**config.mk**
```make
export PLATFORM = sky130hd
export DESIGN_NAME = ea_ext_seq
export DESIGN_NICKNAME = d
export VERILOG_FILES = /design/src/rtl/ea_seq_pkg.sv /design/src/rtl/ea_seq_decode.sv /design/src/rtl/ea_seq_brief.sv /design/src/rtl/ea_ext_seq.sv
export SDC_FILE = /design/constraint.sdc
export NUM_CORES = 1
export LEC_CHECK = 0
export BUFFER_PORTS_ARGS = -buffer_cell sky130_fd_sc_hd__buf_2
export CAP_MARGIN = 0
export CORE_MARGIN = 2
export CORE_UTILIZATION = 25
export DETAILED_ROUTE_END_ITERATION = 10
export REMOVE_ABC_BUFFERS = 1
export SYNTH_ARGS = -nofsm -noshare
export SYNTH_HDL_FRONTEND = slang
export SYNTH_HIERARCHICAL = 1
export SYNTH_SLANG_ARGS = --single-unit
```
**constraint.sdc**
```tcl
create_clock -name clk -period 2.5 [get_ports clk]
set_input_delay 0.25 -clock clk [delete_from_list [all_inputs] [get_ports clk]]
set_output_delay 0.25 -clock clk [all_outputs]
set_load 0.01 [all_outputs]
```
**src/rtl/ea_seq_pkg.sv**
```systemverilog
package ea_seq_pkg;

    typedef enum logic [3:0] {
        EK_DREG      = 4'd0,
        EK_AREG      = 4'd1,
        EK_IND       = 4'd2,
        EK_POSTINC   = 4'd3,
        EK_PREDEC    = 4'd4,
        EK_DISP      = 4'd5,
        EK_INDEX     = 4'd6,
        EK_ABS_SHORT = 4'd7,
        EK_ABS_LONG  = 4'd8,
        EK_PC_DISP   = 4'd9,
        EK_PC_INDEX  = 4'd10,
        EK_IMM       = 4'd11,
        EK_BAD       = 4'd15
    } ea_kind_e;

    localparam logic [1:0] SZ_BYTE = 2'd0;
    localparam logic [1:0] SZ_WORD = 2'd1;
    localparam logic [1:0] SZ_LONG = 2'd2;
    localparam logic [1:0] SZ_NONE = 2'd3;

    // Operand kind from mode, register sub-code and size.
    function automatic ea_kind_e ea_kind(input logic [2:0] m, input logic [2:0] r,
                                         input logic [1:0] s);
        ea_kind_e k;
        case (m)
            3'd0: k = EK_DREG;
            3'd1: k = EK_AREG;
            3'd2: k = EK_IND;
            3'd3: k = EK_POSTINC;
            3'd4: k = EK_PREDEC;
            3'd5: k = EK_DISP;
            3'd6: k = EK_INDEX;
            default: begin
                case (r)
                    3'd0: k = EK_ABS_SHORT;
                    3'd1: k = EK_ABS_LONG;
                    3'd2: k = EK_PC_DISP;
                    3'd3: k = EK_PC_INDEX;
                    3'd4: k = (s == SZ_NONE) ? EK_BAD : EK_IMM;
                    default: k = EK_BAD;
                endcase
            end
        endcase
        return k;
    endfunction

    // Number of extension words owed by an operand.
    function automatic logic [1:0] ea_words(input logic [2:0] m, input logic [2:0] r,
                                            input logic [1:0] s);
        logic [1:0] n;
        case (ea_kind(m, r, s))
            EK_DISP, EK_INDEX, EK_ABS_SHORT,
            EK_PC_DISP, EK_PC_INDEX:        n = 2'd1;
            EK_ABS_LONG:                    n = 2'd2;
            EK_IMM:                         n = (s == SZ_LONG) ? 2'd2 : 2'd1;
            default:                        n = 2'd0;
        endcase
        return n;
    endfunction

endpackage

```
**src/rtl/ea_seq_decode.sv**
```systemverilog
module ea_seq_decode
    import ea_seq_pkg::*;
(
    input  logic [2:0] mode_i,
    input  logic [2:0] reg_i,
    input  logic [1:0] size_i,
    output ea_kind_e   kind_o,
    output logic [1:0] words_o
);
    always_comb begin
        kind_o  = ea_kind(mode_i, reg_i, size_i);
        words_o = ea_words(mode_i, reg_i, size_i);
    end
endmodule

```
**src/rtl/ea_seq_brief.sv**
```systemverilog
module ea_seq_brief #(
    parameter int WORD_W   = 16,
    parameter int SDISP_W  = 8
) (
    input  logic [WORD_W-1:0] word_i,
    output logic              idx_areg_o,
    output logic [2:0]        idx_num_o,
    output logic              idx_long_o,
    output logic [WORD_W-1:0] disp_o
);
    localparam int TYPE_BIT = WORD_W - 1;
    localparam int NUM_LSB  = WORD_W - 4;
    localparam int LONG_BIT = WORD_W - 5;
    localparam int EXT_W    = WORD_W - SDISP_W;

    always_comb begin
        idx_areg_o = word_i[TYPE_BIT];
        idx_num_o  = word_i[NUM_LSB +: 3];
        idx_long_o = word_i[LONG_BIT];
        disp_o     = {{EXT_W{word_i[SDISP_W-1]}}, word_i[SDISP_W-1:0]};
    end
endmodule

```
**src/rtl/ea_ext_seq.sv**
```systemverilog
module ea_ext_seq
    import ea_seq_pkg::*;
#(
    parameter int WORD_W = 16
) (
    input  logic                clk,
    input  logic                rst_n,
    input  logic                start_i,
    input  logic [2:0]          mode_i,
    input  logic [2:0]          reg_i,
    input  logic [1:0]          size_i,
    input  logic                word_valid_i,
    input  logic [WORD_W-1:0]   word_i,
    output logic                word_ready_o,
    output logic                done_o,
    output logic                illegal_o,
    output logic [3:0]          kind_o,
    output logic [2:0]          base_reg_o,
    output logic [WORD_W-1:0]   disp_o,
    output logic                idx_areg_o,
    output logic [2:0]          idx_num_o,
    output logic                idx_long_o,
    output logic [2*WORD_W-1:0] value_o
);
    localparam int VAL_W = 2 * WORD_W;

    typedef enum logic [1:0] {
        ST_IDLE   = 2'd0,
        ST_WORD_A = 2'd1,
        ST_WORD_B = 2'd2,
        ST_DONE   = 2'd3
    } st_e;

    st_e state_q, state_d;

    ea_kind_e         dec_kind;
    logic [1:0]       dec_words;
    logic             br_areg, br_long;
    logic [2:0]       br_num;
    logic [WORD_W-1:0] br_disp;

    ea_kind_e          kind_q;
    logic [1:0]        words_q;
    logic [2:0]        base_q;
    logic [WORD_W-1:0] disp_q;
    logic              areg_q, long_q;
    logic [2:0]        num_q;
    logic [VAL_W-1:0]  value_q;

    logic take_start, take_word;

    ea_seq_decode u_decode (
        .mode_i (mode_i),
        .reg_i  (reg_i),
        .size_i (size_i),
        .kind_o (dec_kind),
        .words_o(dec_words)
    );

    ea_seq_brief #(.WORD_W(WORD_W), .SDISP_W(8)) u_brief (
        .word_i    (word_i),
        .idx_areg_o(br_areg),
        .idx_num_o (br_num),
        .idx_long_o(br_long),
        .disp_o    (br_disp)
    );

    assign take_start = (state_q == ST_IDLE) && start_i;
    assign take_word  = word_ready_o && word_valid_i;

    // State register.
    always_ff @(posedge clk) begin
        if (!rst_n) state_q <= ST_IDLE;
        else        state_q <= state_d;
    end

    // Next-state logic.
    always_comb begin
        state_d = state_q;
        unique case (state_q)
            ST_IDLE: begin
                if (start_i) state_d = (dec_words == 2'd0) ? ST_DONE : ST_WORD_A;
            end
            ST_WORD_A: begin
                if (word_valid_i) state_d = (words_q == 2'd2) ? ST_WORD_B : ST_DONE;
            end
            ST_WORD_B: begin
                if (word_valid_i) state_d = ST_DONE;
            end
            ST_DONE: state_d = ST_IDLE;
        endcase
    end

    // Descriptor capture.
    always_ff @(posedge clk) begin
        if (!rst_n) begin
            kind_q  <= EK_DREG;
            words_q <= '0;
            base_q  <= '0;
            disp_q  <= '0;
            areg_q  <= 1'b0;
            num_q   <= '0;
            long_q  <= 1'b0;
            value_q <= '0;
        end else if (take_start) begin
            kind_q  <= dec_kind;
            words_q <= dec_words;
            base_q  <= reg_i;
            disp_q  <= '0;
            areg_q  <= 1'b0;
            num_q   <= '0;
            long_q  <= 1'b0;
            value_q <= '0;
        end else if (take_word && state_q == ST_WORD_A) begin
            unique case (kind_q)
                EK_DISP, EK_PC_DISP: disp_q <= word_i;
                EK_INDEX, EK_PC_INDEX: begin
                    disp_q <= br_disp;
                    areg_q <= br_areg;
                    num_q  <= br_num;
                    long_q <= br_long;
                end
                EK_ABS_LONG: value_q[VAL_W-1:WORD_W] <= word_i;
                EK_ABS_SHORT: value_q <= {{WORD_W{1'b0}}, word_i};
                EK_IMM: begin
                    if (words_q == 2'd2) value_q[VAL_W-1:WORD_W] <= word_i;
                    else                 value_q <= {{WORD_W{1'b0}}, word_i};
                end
                default: ;
            endcase
        end else if (take_word && state_q == ST_WORD_B) begin
            value_q[WORD_W-1:0] <= word_i;
        end
    end

    // Outputs.
    always_comb begin
        word_ready_o = (state_q == ST_WORD_A) || (state_q == ST_WORD_B);
        done_o       = (state_q == ST_DONE);
        illegal_o    = (kind_q == EK_BAD);
        kind_o       = kind_q;
        base_reg_o   = base_q;
        disp_o       = disp_q;
        idx_areg_o   = areg_q;
        idx_num_o    = num_q;
        idx_long_o   = long_q;
        value_o      = value_q;
    end
endmodule

```
==> flow_summary.toml <==
[synthesis]
synth-xor-area-share_pct = 0.897
yosys.area_share.simple_pct = 15.2
muxShareOfSynthArea_pct = 13.0
synth_cell_types = 38
synth_fa_ha_area_share_pct = 1.71
synth_area_sq_um = 2930
ys_seq_elements = 64
yosysWarnings = 6
seq_area_frac_synth_pct = 43.7
synth_compound_area_share_pct = 16.3
syn_inst = 328
synth_area_per_cell_sq_um = 8.93
synth_top_family_by_area = "compound AO/OA/AOI/OAI gates"

[sta]
setup_viol = 0
relSlewSlack_pct = 22.6
rsz0062_at_grt = "no"
max_freq_mhz = 463
tightest_slew_ns = 1.16
timing.final.hold_violations = 0
finalCriticalPeriod_ns = 2.16
fin_ws_ns = 0.338
fin_skew_ns = 0.00264
finalCritPeriodShare_pct = 86.5
drv_slew = 0

[cts]
cts.sinks = 64
clock_path_buffers = 2
clk_pin_slew_worst_paths_ns = 0.05
cts_resized = 0
holdBufCountCts = 0
post_cts_buffers = 0
h-tree-depth = 3
clock_tree.root_cell = "clkbuf_16"
cts_buffers = 9
clk_latency_ns = 0.32
cts_tree = "done"

[critical_path]
cp_top_family = "simple AND/OR/NAND/NOR gates"
reg2reg_to = "disp_o[14]"
max_stage_delay_ns = 0.95
worstSetupStartpoint = "kind_o[2]"
cp_slowest_cell = "nor2_2"
arrival_ns = 2.36
r2r_cells = 4
timing.rr.start = "kind_o[2]"
ff2ff_setup_slack_ns = 0.34
crit_fanout = 16
endpoint = "disp_o[14]"
path_cells = "xnor2_1 > nor2_2 > mux2i_1 > a21oi_1"
cp_num_cells = 4
worst_setup_path_end_kind = "flip-flop"
path_buf_inv = 0
critical_path_class = "flip-flop to flip-flop"
critical_path_required_ns = 2.70
critPathLaunchType = "flip-flop"

[grt]
grt_use_met1_pct = 15.6
use_met3_pct = 4.81
grt_pass1_wl_um = 12500
top_usage_layer = "met2"
grt.overflow.total = 0
grt_usage_pct = 12.6
grt_util_met2_pct = 20.2
antenna_found_initial = 0
grt_pass1_vias = 2481
grt_max_degree = 65

[floorplanning]
die_h_um = 112
core_area_sq_um = 11400
die-area_sq_um = 12600
die_width_um = 112
ios = 91
fp-row-count = 39
initial_utilization_pct = 25.7

[finish]
final_area_sq_um = 3670
syn2layout_area_growth_pct = 25.3
utilization_pct = 32.1
diodes = 0
finalNetCount = 428
drive_above_1_share_pct = 29.2

[drt]
drc = 0
antenna_left = 0
firstDrtPassIters = 6
drt_iter0_drc = 134
wl_per_cell_um = 14.0
vias = 2498
totalWireLength_um = 7600
avgViaCountPerCell = 4.59

[placed_design]
dpl.hpwl_um = 5350
io_buffers = 90
place_area_sq_um = 3370
place.gp.congestion = 0.762
dp_slack_ns = 0.310

[pwr]
leakage_nw = 1.65
power_density_nw_per_um2 = 802
irDropWorstVdd_v = 0.000393

[status]
status = "completed"

[min_path]
hp-class = "input pin to flip-flop"

[job]
max_cap_violations = 0
## report_power, final
part	total (mW)	leakage, nW	switching, mW	internal [mW]
Sequential	1.11	0.517	0.0418	1.07
Combinational	0.586	0.987	0.370	0.217
Clock	1.25	0.145	0.450	0.797
## synthesized netlist by cell type (all sizes together)
library cell	instances	area, sq um
and2	1	6.26
xnor2	2	17.5
a211o	1	8.76
a32oi	1	8.76
xor2	1	8.76
and2b	1	7.51
nor2	9	36.3
or2	1	6.26
a31oi	2	12.5
o21a	1	7.51
a21boi	9	67.6
nor2b	4	25.0
nand2	72	270
a21o	1	7.51
mux2i	38	380
a211oi	4	35.0
buf	29	213
o41a	1	11.3
and3	1	7.51
ha	4	50.1
clkbuf	8	30.0
nand4b	2	17.5
or4b	1	10.0
inv	7	26.3
nor3	6	40.0
nand4	1	6.26
a21oi	18	90.1
o22ai	18	126
nand2b	2	12.5
dfxtp	64	1280
o21ai	18	101
## area by class of cell
class | count | area, sq um
inverter | 7 | 26.3
clock buffer | 11 | 243
clock inverter | 5 | 56.3
multi-input combinational | 220 | 1390
tap | 143 | 179
timing repair buffer | 94 | 493
fill | 1211 | 7750
sequential | 64 | 1280
## flip-flops by register name (all words and copies together), names as in the netlist
signal / cells
value_o: 32
state_q: 2
idx_areg_o: 1
base_reg_o: 3
idx_num_o: 3
idx_long_o: 1
words_q: 2
kind_o: 4
disp_o: 16
## placed cells by master (no fill, tap or decap), types with 2 or more instances in the layout
cell       netlist  layout
a211oi_1         3       3
a21boi_0         9       9
a21oi_1         18      18
a31oi_1          2       2
buf_2            5      90
buf_4           22       3
clkbuf_16        0       9
clkinv_2         0       2
dfxtp_1         64      64
ha_1             4       4
inv_1            7       7
mux2i_1         38      38
nand2_1         72      72
nand2b_1         2       2
nand4b_1         2       2
nor2_1           8       7
nor2b_1          4       4
nor3_1           4       4
o21ai_0         17      17
o22ai_1         17      17
xnor2_1          2       2
## routing by layer
metal,up-vias,wire length (um)
met5,-,0
li1,1259,-
met1,1145,3460
met3,9,600
met4,0,97
met2,85,3450
## cells by family (layout without fill, tap and decap cells)
| family | count (synthesis) | count (layout) |
|---|---|---|
| multiplexers | 38 | 38 |
| AND/OR/NAND/NOR | 101 | 101 |
| adder cells (fa/ha/maj) | 4 | 4 |
| XOR/XNOR | 3 | 3 |
| flip-flops | 64 | 64 |
| AO/OA/AOI/OAI | 74 | 74 |
| buffers and inverters | 44 | 117 |
## worst min-delay path by stage
stage | to | startpoint | cells past startpoint | slack, ns
floorplan | state_q[0] | rst_n | 1 | 0.38
CTS | value_o[3] | word_i[3] | 3 | 0.20
global route | value_o[2] | word_i[2] | 3 | 0.22
global placement | value_o[6] | value_o[6] | 2 | 0.45
finish | value_o[3] | word_i[3] | 3 | 0.21
detailed placement | value_o[12] | value_o[12] | 2 | 0.46
## worst reg2reg max path, delay by kind of cell, from the launching register on
family / cells / cell delay, ns
compound gates: 1 / 0.09
mux: 1 / 0.30
simple gates: 1 / 0.95
flops: 1 / 0.44
xor+xnor: 1 / 0.25
## stage by stage
stage | cells | total power [mW] | setup TNS (ns) | hold WS, ns
floorplan | 291 | 1.51 | -30.68 | 0.378
global placement | 528 | 1.71 | 0 | 0.446
detailed placement | 528 | 1.72 | 0 | 0.457
CTS | 544 | 2.98 | 0 | 0.197
global route | 544 | 3.10 | 0 | 0.220
finish | 544 | 2.95 | 0 | 0.206
Note: power is estimated with default switching activity, not from simulation.
